[src/rtl/bitpack_pkg.sv]
package bitpack_pkg;

    // Legal range of the word width
    localparam int BP_W_MIN = 4;
    localparam int BP_W_MAX = 64;
    localparam int BP_W_DEF = 32;

    // Width needed to hold a count of 0..n
    function automatic int cnt_width(input int n);
        return $clog2(n + 1);
    endfunction

    // Split point of a balanced tree node covering n leaves
    function automatic int split_lo(input int n);
        return n / 2;
    endfunction

endpackage

[src/rtl/bitpack_popcnt.sv]
module bitpack_popcnt
    import bitpack_pkg::*;
#(
    parameter int N = 4,
    localparam int CW = cnt_width(N)
) (
    input  logic [N-1:0]  bits,
    output logic [CW-1:0] cnt
);

    generate
        if (N == 1) begin : g_leaf
            // A single bit is its own count
            always_comb cnt = CW'(bits[0]);
        end else begin : g_node
            localparam int NLO  = split_lo(N);
            localparam int NHI  = N - NLO;
            localparam int CWLO = cnt_width(NLO);
            localparam int CWHI = cnt_width(NHI);

            logic [CWLO-1:0] cnt_lo;
            logic [CWHI-1:0] cnt_hi;

            bitpack_popcnt #(.N(NLO)) u_lo (
                .bits (bits[NLO-1:0]),
                .cnt  (cnt_lo)
            );

            bitpack_popcnt #(.N(NHI)) u_hi (
                .bits (bits[N-1:NLO]),
                .cnt  (cnt_hi)
            );

            // Both halves zero-extend to the parent width before the add
            always_comb cnt = CW'(cnt_lo) + CW'(cnt_hi);
        end
    endgenerate

endmodule

[src/rtl/bitpack_therm_dec.sv]
module bitpack_therm_dec
    import bitpack_pkg::*;
#(
    parameter int W = BP_W_DEF,
    localparam int CW = cnt_width(W)
) (
    input  logic [CW-1:0] cnt,
    output logic [W-1:0]  therm
);

    // Every position compares the count against its own index
    for (genvar i = 0; i < W; i++) begin : g_pos
        assign therm[i] = (cnt > CW'(i));
    end

endmodule

[src/rtl/bitpack_therm.sv]
module bitpack_therm
    import bitpack_pkg::*;
#(
    parameter int W = BP_W_DEF
) (
    input  logic [W-1:0] din,
    output logic [W-1:0] dout
);

    localparam int CW = cnt_width(W);

    generate
        if (W < BP_W_MIN || W > BP_W_MAX) begin : g_bad_w
            $error("bitpack_therm: W out of supported range");
        end
    endgenerate

    logic [CW-1:0] ones_cnt;

    bitpack_popcnt #(.N(W)) u_cnt (
        .bits (din),
        .cnt  (ones_cnt)
    );

    bitpack_therm_dec #(.W(W)) u_dec (
        .cnt   (ones_cnt),
        .therm (dout)
    );

endmodule

[config.mk]
export PLATFORM = sky130hd
export DESIGN_NAME = bitpack_therm
export DESIGN_NICKNAME = d
export VERILOG_FILES = /design/src/rtl/bitpack_pkg.sv /design/src/rtl/bitpack_popcnt.sv /design/src/rtl/bitpack_therm_dec.sv /design/src/rtl/bitpack_therm.sv
export SDC_FILE = /design/constraint.sdc
export NUM_CORES = 1
export LEC_CHECK = 0
export BUFFER_PORTS_ARGS = -buffer_cell sky130_fd_sc_hd__buf_2
export CORE_UTILIZATION = 40
export DETAILED_ROUTE_END_ITERATION = 10
export PLACE_DENSITY = 0.71
export SYNTH_ARGS = -nofsm -noshare
export SYNTH_HDL_FRONTEND = slang
export SYNTH_SLANG_ARGS = --single-unit
[constraint.sdc]
create_clock -name vclk -period 16.8
set_clock_uncertainty 0.05 [all_clocks]
set_input_delay 3.36 -clock vclk [all_inputs]
set_output_delay 3.36 -clock vclk [all_outputs]
set_load 0.05 [all_outputs]
==> flow_summary.json <==
{
  "die_h_um": 58.87,
  "postSynthAreaPerCell_um2": 8.456,
  "initial_utilization_pct": 42.38,
  "worst_path_most_repeated_cell": "sky130_fd_sc_hd__fa_1",
  "routedWlPerCell_um": 10.73,
  "critical_path_buf_inv_count": 6,
  "num-clock-buffers": 0,
  "maxCapViolations": 0,
  "final_min_period_over_clock_period_pct": 72.67,
  "insertedDiodeCount": 0,
  "number_of_warnings_reported_in_the_yosys_synthesis_log": 0,
  "synthesis.instances": 153,
  "fp-row-count": 20,
  "final_hold_viol_count": 0,
  "post-dp-hpwl_mm": 2.265,
  "gpl.final_weighted_congestion": 0.7831,
  "post-route-drc-count": 0,
  "multi_input_comb_area_um2": 1101,
  "timing.hold.worst.class": "input port to output pin",
  "worstPathArrival_ps": 8800,
  "tightestPinTransition_ps": 1031,
  "fp.coreArea_um2": 3053,
  "fmax_mhz": 81.91,
  "top_delay_family_on_crit_path": "adder cells",
  "finalWirelength_mm": 2.694,
  "syn-num-nets": 216,
  "first_pass_grt_wire_length_mm": 4.540,
  "synth_top_area_share_pct": 37.14,
  "grt_pass1_vias": 1064,
  "synth_seq_area_share_pct": 0,
  "dpl-instance-area_um2": 1615,
  "setup_total_negative_slack_ps": 0,
  "yosys.area_share.xor_xnor_pct": 2.031,
  "buffer_ports.inserted": 64,
  "fin_area_um2": 1615,
  "detailroute.via_count": 1251,
  "fillerInstances": 308,
  "grt_setup_unrepaired": "false",
  "grt_max_degree": 27,
  "setup.worst_path.start_class": "input port",
  "post-synth-top-area-cell": "sky130_fd_sc_hd__fa_1",
  "cell_breakdown_of_the_critical_path": "buf_2 > inv_1 > fa_1 > inv_1 > fa_1 > fa_1 > fa_1 > fa_1 > inv_1 > fa_1 > inv_1 > ha_1 > fa_1 > xnor2_1 > a31oi_1 > o31ai_1 > o211ai_1 > buf_2",
  "path_max_fanout": 11,
  "floorplan.die_area_um2": 3466,
  "firstDrtPassIters": 4,
  "mappedNetlistArea_um2": 1294,
  "synth-compound-area-share_pct": 25.82,
  "endpoint_kind": "output pin",
  "proportion_of_layout_cells_with_a_drive_suffix_above_1_pct": 35.27,
  "fin_nets": 272,
  "timing.critical_path.slowest_stage_cell": "sky130_fd_sc_hd__xnor2_1",
  "globalRoute.totalOverflow": 0,
  "number_of_flip_flops_and_latches": 0,
  "final_antenna_net_count": 0,
  "grt_antenna_before_repair": 0,
  "yosys.area_share.adder_pct": 43.91,
  "required_ps": 13390,
  "final-max-slew-violation-count": 0,
  "post_synth_and_or_nand_nor_area_fraction_pct": 13.35,
  "die_w_um": 58.87,
  "synth_top_family_by_area": "adder cells",
  "num_io_pins": 64,
  "postCtsSetupBuffers": 0,
  "criticalPathCategory": "input port to output pin",
  "yosysUniqueCellTypes": 39,
  "synth_top_cells_by_area": "sky130_fd_sc_hd__fa_1 (37%), sky130_fd_sc_hd__inv_1 (11%), sky130_fd_sc_hd__ha_1 (6.8%), sky130_fd_sc_hd__o211ai_1 (4.6%), sky130_fd_sc_hd__nand4_1 (2.9%)",
  "iter_0_drt_violations": 61,
  "via_per_inst": 4.984,
  "hold_buffers": 0,
  "cts.repair.resized": 0,
  "gr-usage-all-layers_pct": 15.94,
  "maxSlewHeadroom_pct": 31.05,
  "final-seq-area_um2": 0,
  "setup_viol": 0,
  "critical_path.max_stage_delay_ps": 680,
  "synth_mux_area_share_pct": 0,
  "status": "finished clean",
  "areaGrowthSynthToFinish_pct": 24.85,
  "fin_crit_ps": 12210
}
-- logic make-up (layout without fill, tap and decap cells) --
kind of cell	Yosys count	in the layout
and+or+nand+nor	30	30
adders and majority gates	31	31
AOI/OAI and AO/OA	42	42
xor gates and xnor gates	3	3
buffers and inverters	47	101
-- path summary, 6_finish.rpt --
kind,startpoint,end,cells past startpoint
hold / removal,din[2],dout[30],5
setup / recovery,din[5],dout[26],18
-- layout make-up --
cell class	count	share of cell area, %
Tap cell	44	3.408
Multi-Input combinational cell	106	68.16
Inverter	37	8.598
Timing Repair Buffer	64	19.83
-- tightest hold or removal path, stage by stage --
cell	delay, ps
sky130_fd_sc_hd__buf_2	80
sky130_fd_sc_hd__ha_1	270
sky130_fd_sc_hd__nand3_1	110
sky130_fd_sc_hd__a22oi_1	70
sky130_fd_sc_hd__buf_2	210
-- cells in the mapped netlist --
cell                        instances
sky130_fd_sc_hd__and3_4             1
sky130_fd_sc_hd__o311ai_1           3
sky130_fd_sc_hd__xnor2_1            2
sky130_fd_sc_hd__o21ai_4            1
sky130_fd_sc_hd__nand3b_1           1
sky130_fd_sc_hd__clkbuf_1           2
sky130_fd_sc_hd__o211ai_1           8
sky130_fd_sc_hd__fa_1              24
sky130_fd_sc_hd__and2_1             1
sky130_fd_sc_hd__buf_2              7
sky130_fd_sc_hd__or3_4              1
sky130_fd_sc_hd__nand4b_1           1
sky130_fd_sc_hd__nand2_1            5
sky130_fd_sc_hd__a31oi_2            1
sky130_fd_sc_hd__o21ai_2            1
sky130_fd_sc_hd__nor4_1             1
sky130_fd_sc_hd__nor3_1             2
sky130_fd_sc_hd__a31oi_1            1
sky130_fd_sc_hd__a21oi_2            1
sky130_fd_sc_hd__o21ai_1            1
sky130_fd_sc_hd__o21ai_0            6
sky130_fd_sc_hd__a21oi_1            4
sky130_fd_sc_hd__a41oi_4            1
sky130_fd_sc_hd__o41ai_1            2
sky130_fd_sc_hd__a21boi_0           3
sky130_fd_sc_hd__nand4_1            6
sky130_fd_sc_hd__inv_1             37
sky130_fd_sc_hd__a21o_1             2
sky130_fd_sc_hd__xor2_1             1
sky130_fd_sc_hd__nand3_1            5
sky130_fd_sc_hd__o211a_1            1
sky130_fd_sc_hd__a22oi_1            3
sky130_fd_sc_hd__buf_6              1
sky130_fd_sc_hd__nand2_2            2
sky130_fd_sc_hd__nor2_1             3
sky130_fd_sc_hd__ha_1               7
sky130_fd_sc_hd__o31ai_1            1
sky130_fd_sc_hd__o2111ai_1          2
sky130_fd_sc_hd__and3_1             1
-- layout by cell type (no fill, tap or decap), types with 2 or more instances in the layout --
cell | Yosys | routed
sky130_fd_sc_hd__inv_1 | 37 | 37
sky130_fd_sc_hd__o2111ai_1 | 2 | 2
sky130_fd_sc_hd__nand3_1 | 5 | 5
sky130_fd_sc_hd__nand4_1 | 6 | 6
sky130_fd_sc_hd__a21boi_0 | 3 | 3
sky130_fd_sc_hd__o21ai_0 | 6 | 6
sky130_fd_sc_hd__fa_1 | 24 | 24
sky130_fd_sc_hd__nor3_1 | 2 | 2
sky130_fd_sc_hd__o41ai_1 | 2 | 2
sky130_fd_sc_hd__o311ai_1 | 3 | 3
sky130_fd_sc_hd__o211ai_1 | 8 | 8
sky130_fd_sc_hd__nand2_2 | 2 | 2
sky130_fd_sc_hd__a22oi_1 | 3 | 3
sky130_fd_sc_hd__buf_2 | 7 | 64
sky130_fd_sc_hd__a21oi_1 | 4 | 4
sky130_fd_sc_hd__xnor2_1 | 2 | 2
sky130_fd_sc_hd__nand2_1 | 5 | 5
sky130_fd_sc_hd__nor2_1 | 3 | 3
sky130_fd_sc_hd__ha_1 | 7 | 7
sky130_fd_sc_hd__a21o_1 | 2 | 2
-- per-stage QoR --
| step | hold WS (ps) | instances | utilization [%] | setup WS (ps) |
|---|---|---|---|---|
| CTS | 7402 | 251 | 52.91 | 4593 |
| finish | 7408 | 251 | 52.91 | 4592 |
| detailed placement | 7401 | 251 | 52.91 | 4626 |
| global placement | 7402 | 251 | 52.91 | 4635 |
| floorplan | 7312 | 153 | - | 4100 |
| global route | 7457 | 251 | 52.91 | 4276 |
-- per-layer routing --
layer | track usage (%) | part of all wire, %
met5 | 0 | 0
met4 | 0.3401 | 0
met3 | 0 | 3.0
met2 | 25.32 | 45
met1 | 25.77 | 52
Power is left out: the tool's default activity adds up to more than one toggle a clock period on the data nets, which glitch-free logic cannot reach.
